### config.mk
export PLATFORM = sky130hd
export DESIGN_NAME = pllctl_unit
export DESIGN_NICKNAME = d
export VERILOG_FILES = /design/src/rtl/pllctl_pkg.sv /design/src/rtl/pllctl_regs.sv /design/src/rtl/pllctl_lock_timer.sv /design/src/rtl/pllctl_src_sel.sv /design/src/rtl/pllctl_unit.sv
export SDC_FILE = /design/constraint.sdc
export NUM_CORES = 1
export LEC_CHECK = 0
export ABC_AREA = 1
export BUFFER_PORTS_ARGS = -buffer_cell sky130_fd_sc_hd__clkbuf_2
export CORE_ASPECT_RATIO = 1.25
export CORE_MARGIN = 2
export CORE_UTILIZATION = 45
export DETAILED_ROUTE_END_ITERATION = 6
export PLACE_DENSITY = 0.78
export REMOVE_ABC_BUFFERS = 1
export SETUP_SLACK_MARGIN = 0.15
export SLEW_MARGIN = 20
export SYNTH_ARGS = -nofsm -noshare
export SYNTH_HDL_FRONTEND = slang
export SYNTH_SLANG_ARGS = --single-unit
### constraint.sdc
create_clock -name clk -period 3 [get_ports clk]
set_input_delay 0.15 -clock clk [delete_from_list [all_inputs] [get_ports clk]]
set_output_delay 0.15 -clock clk [all_outputs]
set_load 0.01 [all_outputs]
### src/rtl/pllctl_pkg.sv
package pllctl_pkg;

    localparam int OFF_BASE = 'h0;
    localparam int OFF_MISC = 'h4;
    localparam int OFF_OSC  = 'h8;

    localparam int BIT_BYPASS = 31;
    localparam int BIT_ENABLE = 30;
    localparam int BIT_OVR    = 28;
    localparam int M_LSB      = 0;
    localparam int N_LSB      = 8;
    localparam int P_LSB      = 20;
    localparam int LF_LSB     = 4;
    localparam int CP_LSB     = 8;
    localparam int OSC_LSB    = 30;

    typedef enum logic [1:0] {
        SRC_GATED = 2'd0,
        SRC_REF   = 2'd1,
        SRC_PLL   = 2'd2
    } src_e;

    typedef enum logic [1:0] {
        OSC_13M0 = 2'd0,
        OSC_19M2 = 2'd1,
        OSC_12M0 = 2'd2,
        OSC_26M0 = 2'd3
    } osc_e;

    typedef struct packed {
        logic bypass;
        logic enable;
        logic ovr;
    } base_ctl_t;

    function automatic logic [31:0] field_mask(input int lsb, input int width);
        logic [31:0] m;
        m = '0;
        for (int i = 0; i < 32; i++) begin
            if (i >= lsb && i < lsb + width) m[i] = 1'b1;
        end
        return m;
    endfunction

endpackage

### src/rtl/pllctl_regs.sv
module pllctl_regs
    import pllctl_pkg::*;
#(
    parameter int ADDR_W = 4,
    parameter int M_W    = 5,
    parameter int N_W    = 10,
    parameter int P_W    = 3,
    parameter int CP_W   = 4,
    parameter int LF_W   = 4
) (
    input  logic              clk,
    input  logic              rst,
    input  logic              bus_wr,
    input  logic [ADDR_W-1:0] bus_addr,
    input  logic [31:0]       bus_wdata,
    output logic [31:0]       bus_rdata,
    input  logic [1:0]        osc_code,
    output base_ctl_t         ctl,
    output logic [M_W-1:0]    div_m,
    output logic [N_W-1:0]    div_n,
    output logic [P_W-1:0]    div_p,
    output logic [CP_W-1:0]   cp_ctl,
    output logic [LF_W-1:0]   lf_ctl,
    output logic              restart,
    output logic              clear
);
    localparam logic [ADDR_W-1:0] A_BASE = ADDR_W'(OFF_BASE);
    localparam logic [ADDR_W-1:0] A_MISC = ADDR_W'(OFF_MISC);
    localparam logic [ADDR_W-1:0] A_OSC  = ADDR_W'(OFF_OSC);
    localparam logic [31:0] DIV_MASK = field_mask(M_LSB, M_W) | field_mask(N_LSB, N_W)
                                     | field_mask(P_LSB, P_W);
    localparam logic [31:0] BASE_MASK = DIV_MASK | field_mask(BIT_BYPASS, 1)
                                      | field_mask(BIT_ENABLE, 1) | field_mask(BIT_OVR, 1);
    localparam logic [31:0] MISC_MASK = field_mask(CP_LSB, CP_W) | field_mask(LF_LSB, LF_W);

    logic [31:0] base_q, misc_q, base_d;
    logic        wr_base, wr_misc;

    assign wr_base = bus_wr && (bus_addr == A_BASE);
    assign wr_misc = bus_wr && (bus_addr == A_MISC);
    assign base_d  = bus_wdata & BASE_MASK;

    // lock timer control derived from the incoming write
    assign clear   = wr_base && !base_d[BIT_ENABLE];
    assign restart = wr_base && base_d[BIT_ENABLE]
                     && (!base_q[BIT_ENABLE] || ((base_d & DIV_MASK) != (base_q & DIV_MASK)));

    always_ff @(posedge clk) begin
        if (rst) begin
            base_q <= '0;
            misc_q <= '0;
        end else begin
            if (wr_base) base_q <= base_d;
            if (wr_misc) misc_q <= bus_wdata & MISC_MASK;
        end
    end

    always_comb begin
        case (bus_addr)
            A_BASE:  bus_rdata = base_q;
            A_MISC:  bus_rdata = misc_q;
            A_OSC:   bus_rdata = 32'(osc_code) << OSC_LSB;
            default: bus_rdata = '0;
        endcase
    end

    assign ctl.bypass = base_q[BIT_BYPASS];
    assign ctl.enable = base_q[BIT_ENABLE];
    assign ctl.ovr    = base_q[BIT_OVR];
    assign div_m  = base_q[M_LSB +: M_W];
    assign div_n  = base_q[N_LSB +: N_W];
    assign div_p  = base_q[P_LSB +: P_W];
    assign cp_ctl = misc_q[CP_LSB +: CP_W];
    assign lf_ctl = misc_q[LF_LSB +: LF_W];

    assert_base_write_R2: assert property (@(posedge clk) disable iff (rst)
        wr_base |=> (base_q == $past(bus_wdata & BASE_MASK)));
    assert_misc_hold_R3: assert property (@(posedge clk) disable iff (rst)
        !wr_misc |=> $stable(misc_q));

endmodule

### src/rtl/pllctl_lock_timer.sv
module pllctl_lock_timer #(
    parameter int LOCK_US = 300
) (
    input  logic clk,
    input  logic rst,
    input  logic enable,
    input  logic tick_us,
    input  logic restart,
    input  logic clear,
    output logic stable
);
    localparam int CNT_W = $clog2(LOCK_US + 1);
    localparam logic [CNT_W-1:0] LOCK_C = CNT_W'(LOCK_US);

    logic [CNT_W-1:0] cnt_q;

    always_ff @(posedge clk) begin
        if (rst || clear || restart) begin
            cnt_q <= '0;
        end else if (enable && tick_us && (cnt_q != LOCK_C)) begin
            cnt_q <= cnt_q + 1'b1;
        end
    end

    assign stable = enable && (cnt_q == LOCK_C);

    assert_clear_R8: assert property (@(posedge clk) disable iff (rst)
        clear |=> (cnt_q == '0) && !stable);
    assert_restart_R10: assert property (@(posedge clk) disable iff (rst)
        restart |=> (cnt_q == '0));
    assert_stable_en_R6: assert property (@(posedge clk) disable iff (rst)
        stable |-> enable);
    assert_count_step_R6: assert property (@(posedge clk) disable iff (rst)
        (enable && tick_us && !restart && !clear && cnt_q != LOCK_C)
        |=> (cnt_q == $past(cnt_q) + 1'b1));
    assert_no_overflow_R6: assert property (@(posedge clk) disable iff (rst)
        cnt_q <= LOCK_C);

endmodule

### src/rtl/pllctl_src_sel.sv
module pllctl_src_sel
    import pllctl_pkg::*;
(
    input  logic clk,
    input  logic rst,
    input  logic bypass,
    input  logic stable,
    output src_e src
);
    always_comb begin
        if (bypass)      src = SRC_REF;
        else if (stable) src = SRC_PLL;
        else             src = SRC_GATED;
    end

    assert_bypass_ref_R9: assert property (@(posedge clk) disable iff (rst)
        bypass |-> (src == SRC_REF));
    assert_pll_needs_lock_R9: assert property (@(posedge clk) disable iff (rst)
        (src == SRC_PLL) |-> (stable && !bypass));

endmodule

### src/rtl/pllctl_unit.sv
module pllctl_unit
    import pllctl_pkg::*;
#(
    parameter int ADDR_W  = 4,
    parameter int M_W     = 5,
    parameter int N_W     = 10,
    parameter int P_W     = 3,
    parameter int CP_W    = 4,
    parameter int LF_W    = 4,
    parameter int LOCK_US = 300
) (
    input  logic              clk,
    input  logic              rst,
    input  logic              bus_wr,
    input  logic [ADDR_W-1:0] bus_addr,
    input  logic [31:0]       bus_wdata,
    output logic [31:0]       bus_rdata,
    input  logic [1:0]        osc_code,
    input  logic              tick_us,
    output logic              pll_stable,
    output logic [1:0]        out_src,
    output logic [M_W-1:0]    div_m,
    output logic [N_W-1:0]    div_n,
    output logic [P_W-1:0]    div_p,
    output logic [CP_W-1:0]   cp_ctl,
    output logic [LF_W-1:0]   lf_ctl,
    output logic              base_override
);
    base_ctl_t ctl;
    logic      restart, clear;
    src_e      src;

    pllctl_regs #(
        .ADDR_W(ADDR_W), .M_W(M_W), .N_W(N_W), .P_W(P_W), .CP_W(CP_W), .LF_W(LF_W)
    ) u_regs (
        .clk(clk), .rst(rst), .bus_wr(bus_wr), .bus_addr(bus_addr),
        .bus_wdata(bus_wdata), .bus_rdata(bus_rdata), .osc_code(osc_code),
        .ctl(ctl), .div_m(div_m), .div_n(div_n), .div_p(div_p),
        .cp_ctl(cp_ctl), .lf_ctl(lf_ctl), .restart(restart), .clear(clear)
    );

    pllctl_lock_timer #(.LOCK_US(LOCK_US)) u_timer (
        .clk(clk), .rst(rst), .enable(ctl.enable), .tick_us(tick_us),
        .restart(restart), .clear(clear), .stable(pll_stable)
    );

    pllctl_src_sel u_src (
        .clk(clk), .rst(rst), .bypass(ctl.bypass), .stable(pll_stable), .src(src)
    );

    assign out_src       = src;
    assign base_override = ctl.ovr;

    assert_stable_src_R9: assert property (@(posedge clk) disable iff (rst)
        (pll_stable && !ctl.bypass) |-> (out_src == 2'd2));

endmodule

# Word level (Yosys, flattened, before mapping)
# Cells that the tools add are included.
# word_totals
mem_bits_rw,0
memories,0
latchBits,0
rom_bits,0
ff_bits,38
inputBits,42
wordCells,26
output_inout_bits,62
# op_classes
n_shift,0
order_cmp,0
bitwise_logic,0
n_reduce_logical,14
muxes,3
n_eq_ne,5
div_mod_pow,0
addsub,1
n_mul,0
# ops
cell,count
$pmux 32 s3,1
$ne 18x18->1,1
$add 9x1->9 const B,1
$eq 9x9->1 const B,1
$ne 9x9->1 const B,1
$logic_and 1x1->1,8
$eq 4x3->1 const B,1
$eq 4x4->1 const B,1
$logic_not 4->1,1
$mux 2,2
$logic_or 1x1->1,3
$logic_not 1->1,2

# Depth between registers and ports, before layout
# Gate-level depths: netlist (run 1).
# logic_depth
depth_word,5
depth_mapped,10

# By module
# Synthesis (run 1) repeated with hierarchy kept, for this count alone.
# unflattened
hier_cells,340
area_unflattened_um2,2379.8
# by_module_without_submodules
mod,seq_area_each_um2,cells_each,area_each_um2,n_inst
pllctl_regs,580.6,248,1809.2,1
pllctl_lock_timer,180.2,89,553.0,1
pllctl_src_sel,0.0,3,17.5,1

# Least setup slack after synthesis (run 1)
# OpenSTA, ideal clock, no wires.
# synth_path
path_kind,reg2reg
start,reg u_timer.cnt_q[0]
end,reg u_timer.cnt_q[0]
setup_time_ps,116
path_stages_with_launch,9
synth_period_minus_slack_ps,1308
setup_slack_ps,1692
arrival_ps,1193
n_path_buf,1
path_cell_list,dfxtp_1 > inv_1 > ha_1 > nand3_2 > nor2_2 > nor2_2 > buf_6 > xor2_1 > nor2_1
# synth_via
elab_chain_cells,2
elab_cells_between_ends,3
classes_between,add/sub (1); eq/ne (1); reduce/logical (1)
# synth_rtl
element,line_no,rtl
"start, declared",pllctl_lock_timer.sv:15,logic [CNT_W-1:0] cnt_q;
"start signal, assigned",pllctl_lock_timer.sv:21,cnt_q <= cnt_q + 1'b1;
"parallel branches: the longest is 2 deep, another holds $add 9x1->9",--,
# Several ways; the timed one is not identified.
# A chain may end at the register's enable or synchronous reset.

# Worst setup path in the final report (run 1)
# layout_path
start,in bus_addr[1]
end,out bus_rdata[8]
# layout_via
elab_chain_cells,2
elab_cells_between_ends,4
classes_between,eq/ne (2); mux (1); reduce/logical (1)
# layout_rtl
element,line_no,rtl
"start, declared",pllctl_unit.sv:15,"input logic [ADDR_W-1:0] bus_addr,"
"$eq 4x4->1, or another cell as far along",pllctl_regs.sv:59,case (bus_addr)
$pmux 32 s3 (*),pllctl_regs.sv:59,
"end, declared",pllctl_unit.sv:17,"output logic [31:0] bus_rdata,"
# Every way passes the cells marked *; elsewhere a longest branch is shown, timed or not.

==> results of run 1 <==
kinds of logic (layout without fill, tap and decap cells):
logic type,count (synthesis),after routing
AOI/OAI and AO/OA,73,73
xor gates and xnor gates,10,10
adders and majority gates,2,2
buffers and inverters,86,163
DFF,38,38
other,1,8
and+or+nand+nor,122,122
power groups by stage:
stage,combinational (mW),clock (mW),sequential [mW]
after floorplan,0.0586,0,0.534
after global placement,0.113,0,0.530
after detailed placement,0.115,0,0.530
after CTS,0.116,0.372,0.519
after global routing,0.132,0.389,0.520
final,0.115,0.364,0.519
registers in the layout, summed over array words and instances, names as in the netlist:
signal         flops
u_regs.misc_q      8
u_regs.base_q     21
u_timer.cnt_q      9
tightest hold or removal path, cell delays in order:
cell      delay (ns)
clkbuf_2        0.07
o21ai_0         0.07
a21oi_1         0.10
synthesized netlist by cell type (6+ instances only):
master     n
nand3_1    7
xor2_1     6
clkbuf_1   9
nand2_1   58
a21oi_1   30
o22ai_1    7
inv_1     66
nor2_2     7
nor2_1    40
o21ai_0   31
buf_4      9
dfxtp_1   38
metal layers:
metal,wire [um],vias to the layer above
li1,-,1167
met4,62,0
met3,409,7
met2,2540,66
met1,2250,1020
met5,0,-
through the flow:
step | instance area [sq um] | utilization [%]
2_1_floorplan | 2050 | -
3_3_place_gp | 2580 | 55.3
3_5_place_dp | 2580 | 55.3
4_1_cts | 2670 | 57.3
5_1_grt | 2670 | 57.3
6_report | 2670 | 57.3
final cells by class:
cell class                 instances  area [sq um]  area share, %
clock buffer                       7          86.3           3.23
clock inverter                     1          5.00          0.187
inverter                          66           248           9.28
multi-input combinational        215          1040           39.1
sequential                        38           761           28.5
tap                               60          75.1           2.81
timing repair buffer              89           450           16.9
how the worst max path moves through the flow:
| stage | to | slack [ns] | startpoint |
|---|---|---|---|
| final | bus_rdata[8] | 1.28 | bus_addr[1] |
| after global routing | u_timer.cnt_q[2] | 1.16 | u_timer.cnt_q[0] |
| after detailed placement | bus_rdata[8] | 1.29 | bus_addr[1] |
| after CTS | bus_rdata[8] | 1.29 | bus_addr[1] |
| after floorplan | u_timer.cnt_q[6] | 1.53 | bus_addr[1] |
| after global placement | bus_rdata[10] | 1.33 | bus_addr[1] |
==> metrics.cfg, run 1 <==
[final_layout]
insertedDiodeCount = 0
syn2layout_area_growth_pct = 24.5
final_common_cell = clkbuf_2
nFillCells = 476
drive_above_1_share_pct = 26.4
final_cell_mix = clkbuf_2, inv_1, nand2_1
nets = 459
fin_cells = 476

[global_route]
gr-usage-met2_pct = 33.6
grt_pass1_vias = 1938
grt_max_degree = 41
top_usage_layer = met2
track_usage_pct = 19.8
antenna_found_initial = 0
grt_util_met3_pct = 6.23
grt_pass1_wl_um = 8270
grt.overflow.total = 0
grt_use_met1_pct = 23.5

[timing]
finalCritPeriodShare_pct = 57.4
fin_crit_ns = 1.72
skew_ns = 0.00626
finalHoldViolCount = 0
rsz0062_at_grt = false
worst_slack_ns = 1.28
worst_slew_pin_slew_ns = 0.861
setup_viol = 0
fmax_mhz = 581
finalMaxSlewViolations = 0
tns_ns = 0
maxSlewHeadroom_pct = 42.5
fin_hold_ws_ns = 0.133

[placement]
dp_slack_ns = 1.29
dp_hpwl_um = 4020
gp_congestion = 0.829
io_buffers = 87
place_inst = 468

[floorplan]
die_w_um = 65.7
core_sq_mm = 0.00466
num_io_pins = 104
row_count = 28
die_h_um = 81.2
dieArea_sq_mm = 0.00534
initial_core_util_pct = 46.0

[worst_setup_path]
crit_cells = 5
cp_common_cell = clkbuf_2
max_stage_delay_ns = 0.55
reg2reg_depth = 9
cp.required_ns = 2.85
critPathArrivalTime_ns = 1.57
timing.rr.start = u_timer.cnt_q[0]
crit_family = simple AND/OR/NAND/NOR gates
worst-path-buf-inv = 2
r2r_slack_ns = 1.29
cp_cell_sequence = clkbuf_2 > nor2_1 > nand2_1 > o22ai_1 > clkbuf_2
slowest_stage = nand2_1
worstSetupPathType = primary input to primary output
r2r-end = u_timer.cnt_q[2]
crit_path_end_kind = primary output
crit_fanout = 21
startpoint_type = primary input

[synth]
synth_area_leaders = dfxtp_1, inv_1, nand2_1
synth_xor_area_share_pct = 4.08
synth_mux_area_share_pct = 0
synth.distinct_cells = 26
synth_adder_area_share_pct = 1.17
ys_ff_latch = 38
syn_avg_cell_area_sq_um = 6.46
synthCells = 332
synth_edf_count = 0
seq_area_frac_synth_pct = 35.5
ys.flop_type = dfxtp_1
synthArstFlopShare_pct = 0
netlist_area_sq_mm = 0.00214
yosys.area_share.simple_pct = 24.4
yosysWarnings = 0
synth_top_family_by_area = simple AND/OR/NAND/NOR gates
synth_compound_area_share_pct = 17.6
synth_top_area_share_pct = 35.5
netlist.top_cell.by_area = dfxtp_1

[min_path]
hold_class = primary input to flip-flop
hold_start = bus_wdata[7]
whs_path_depth = 3
min_to = u_regs.misc_q[7]

[clock_network]
cts.sinks = 38
htree_levels = 2
cts_made_buffers = 5
clock_path_buffers = 2
cts_resized = 0
cts_tree = yes
clk-insertion-delay-late_ns = 0.29
cts_setup_buffers = 0
cts_hold_buf = 0
clk_pin_slew_worst_paths_ns = 0.08
cts_root_buf = clkbuf_8

[job]
maxCapViolCount = 0

[drt]
drt_pass1_iterations = 4
routed_wl_um = 5270
drc = 0
drt-vias-per-instance = 4.75
final_antenna_net_count = 0
wl_per_cell_um = 11.1
first_iter_violations = 54
num_vias = 2260

[power_and_ir_drop]
p_total_mw = 0.997
seqPwrFrac_pct = 52.0
p_comb_share_pct = 11.5
p_clk_share_pct = 36.5
power.density_mw_per_mm2 = 374
p_switching_mw = 0.255
p_int_mw = 0.743
irDropWorstVdd_mv = 0.238
p_leak_nw = 1.25
swShare_pct = 25.5

[outcome]
status = complete, no violations

Note: power is estimated with default switching activity, not from simulation.
==> run 2, diff against run 1 <==
- clock period: 3 -> 1.8 ns (I/O delays scaled with it)
==> run 2 against run 1 <==
Compared with the run above:
- non-clock buffer count rose by 3
- design area grew 1.1%
- sequential cell count unchanged
==> metrics.cfg, run 2 (same netlist as run 1, synthesis figures left out) <==
[drt]
routed_wl_um = 5120  ; -2.8%
first_iter_violations = 79  ; +46%
wl_per_cell_um = 10.7  ; -3.4%
drc = 0  ; unchanged
drt_pass1_iterations = 4  ; unchanged
drt-vias-per-instance = 4.68  ; -1.3%
final_antenna_net_count = 0  ; unchanged
num_vias = 2244  ; -0.71%

[global_route]
grt_pass1_wl_um = 8710  ; +5.4%
grt_max_degree = 25  ; -39%
antenna_found_initial = 0  ; unchanged
grt.overflow.total = 0  ; unchanged
track_usage_pct = 20.6  ; +0.82 points
grt_pass1_vias = 2005  ; +3.5%

[final_layout]
largest_reg_flops = 21  ; unchanged
nFillCells = 479  ; +0.63%
final-seq-area_sq_um = 761  ; unchanged
syn2layout_area_growth_pct = 25.8
insertedDiodeCount = 0  ; unchanged
top_register = u_regs.base_q
final_cell_mix = clkbuf_2, inv_1, nand2_1
drive_above_1_share_pct = 27.4  ; +1.0 points
final_util_pct = 57.9  ; +0.62 points
final_common_cell = clkbuf_2
multi_input_area_sq_mm = 0.00105  ; +0.24%
nets = 462  ; +0.65%
top_regs = u_regs.base_q: 21 flops, u_timer.cnt_q: 9 flops, u_regs.misc_q: 8 flops

[worst_setup_path]
cp.required_ns = 1.71  ; -1.14 ns
critPathArrivalTime_ns = 1.44  ; -0.13 ns
startpoint_type = flip-flop
worstSetupPathType = flip-flop to primary output
crit_path_end_kind = primary output
crit_fanout = 3  ; -86%

[timing]
finalMaxSlewViolations = 0  ; unchanged
fin_hold_ws_ns = 0.0771  ; -0.0563 ns
setup_viol = 0  ; unchanged
finalCritPeriodShare_pct = 85.0
rsz0062_at_grt = false
finalHoldViolCount = 0  ; unchanged
skew_ns = 0.0103  ; +0.00407 ns
fmax_mhz = 654
tns_ns = 0  ; unchanged
fin_crit_ns = 1.53

[placement]
gp_congestion = 0.859  ; +3.6%
dp_hpwl_um = 4000  ; -0.57%
io_buffers = 87  ; unchanged

[power_and_ir_drop]
power.density_mw_per_mm2 = 618  ; +66%
p_leak_nw = 1.27  ; +1.0%
irDropWorstVdd_mv = 0.401  ; +68%

[floorplan]
initial_core_util_pct = 46.0  ; unchanged
core_sq_mm = 0.00466  ; unchanged
num_io_pins = 104  ; unchanged
die_h_um = 81.2  ; unchanged
dieArea_sq_mm = 0.00534  ; unchanged
die_w_um = 65.7  ; unchanged
row_count = 28  ; unchanged

[clock_network]
htree_levels = 2  ; unchanged
cts_made_buffers = 5  ; unchanged
clock_path_buffers = 2  ; unchanged
cts_tree = yes
cts_root_buf = clkbuf_8
cts.sinks = 38  ; unchanged
clk-insertion-delay-late_ns = 0.29  ; about the same
clk_pin_slew_worst_paths_ns = 0.08  ; about the same

[outcome]
status = complete, no violations

[min_path]
hold_class = primary input to flip-flop

[job]
maxCapViolCount = 0  ; unchanged

-- run 2: changes by cell type in the layout (fill, tap and decap cells not counted), sizes merged --
| cell | previous run | this run |
|---|---|---|
| clkbuf | 94 | 92 |
| clkinvlp | 0 | 1 |
| buf | 2 | 6 |
-- run 2: worst paths after layout --
kind / from / slack (ns) / to / depth (start not counted)
min reg2reg: u_regs.base_q[28] / 0.47 / u_regs.base_q[28] / 2
max reg2reg: u_timer.cnt_q[0] / 0.37 / u_timer.cnt_q[5] / 9
max: u_timer.cnt_q[0] / 0.27 / out_src[1] / 7
min: bus_wdata[5] / 0.08 / u_regs.misc_q[5] / 3
-- run 2: where the power goes --
group          switching [mW]  leakage (nW)  total (mW)  internal (mW)
clock network           0.303        0.0472       0.611          0.308
registers              0.0101         0.307       0.865          0.855
logic                   0.117         0.911       0.193         0.0754
-- run 2: metal layers --
metal	part of all wire, %	wire length [um]	up-vias	track usage [%]
met5	0	0	-	0
met2	49	2490	65	35.4
met4	1.5	75	0	7.08
li1	-	-	1176	-
met3	6.4	326	7	5.26
met1	43	2230	996	24.8
-- run 2: worst max-delay path, stage by stage, from the launching register on --
cell     delay [ns]
dfxtp_1        0.33
inv_1          0.09
ha_2           0.18
nand3_2        0.07
nor2_2         0.14
inv_1          0.07
nor3_1         0.12
buf_2          0.16
-- run 2: stage by stage --
| stage | instances | total power, mW | setup WS, ns | cell area [sq um] |
|---|---|---|---|---|
| after floorplan | 319 | 0.988 | 0.342 | 2050 |
| after global placement | 471 | 1.07 | 0.391 | 2600 |
| after detailed placement | 471 | 1.08 | 0.358 | 2600 |
| after CTS | 479 | 1.69 | 0.235 | 2700 |
| after global routing | 479 | 1.75 | 0.157 | 2700 |
| final | 479 | 1.67 | 0.270 | 2700 |
-- run 2: timing repair --
action                                  in CTS  in global routing
endpoints found under the setup margin       0                  1
hold buffers                                 0                  0
gates resized for setup                      0                  2
setup buffers                                0                  0
-- run 2: final cells by class --
| cell class | instances | area share [%] |
|---|---|---|
| Clock buffer | 6 | 3.06 |
| Clock inverter | 2 | 0.464 |
| Inverter | 66 | 9.18 |
| Multi-Input combinational cell | 215 | 38.8 |
| Sequential cell | 38 | 28.2 |
| Tap cell | 60 | 2.78 |
| Timing Repair Buffer | 92 | 17.5 |
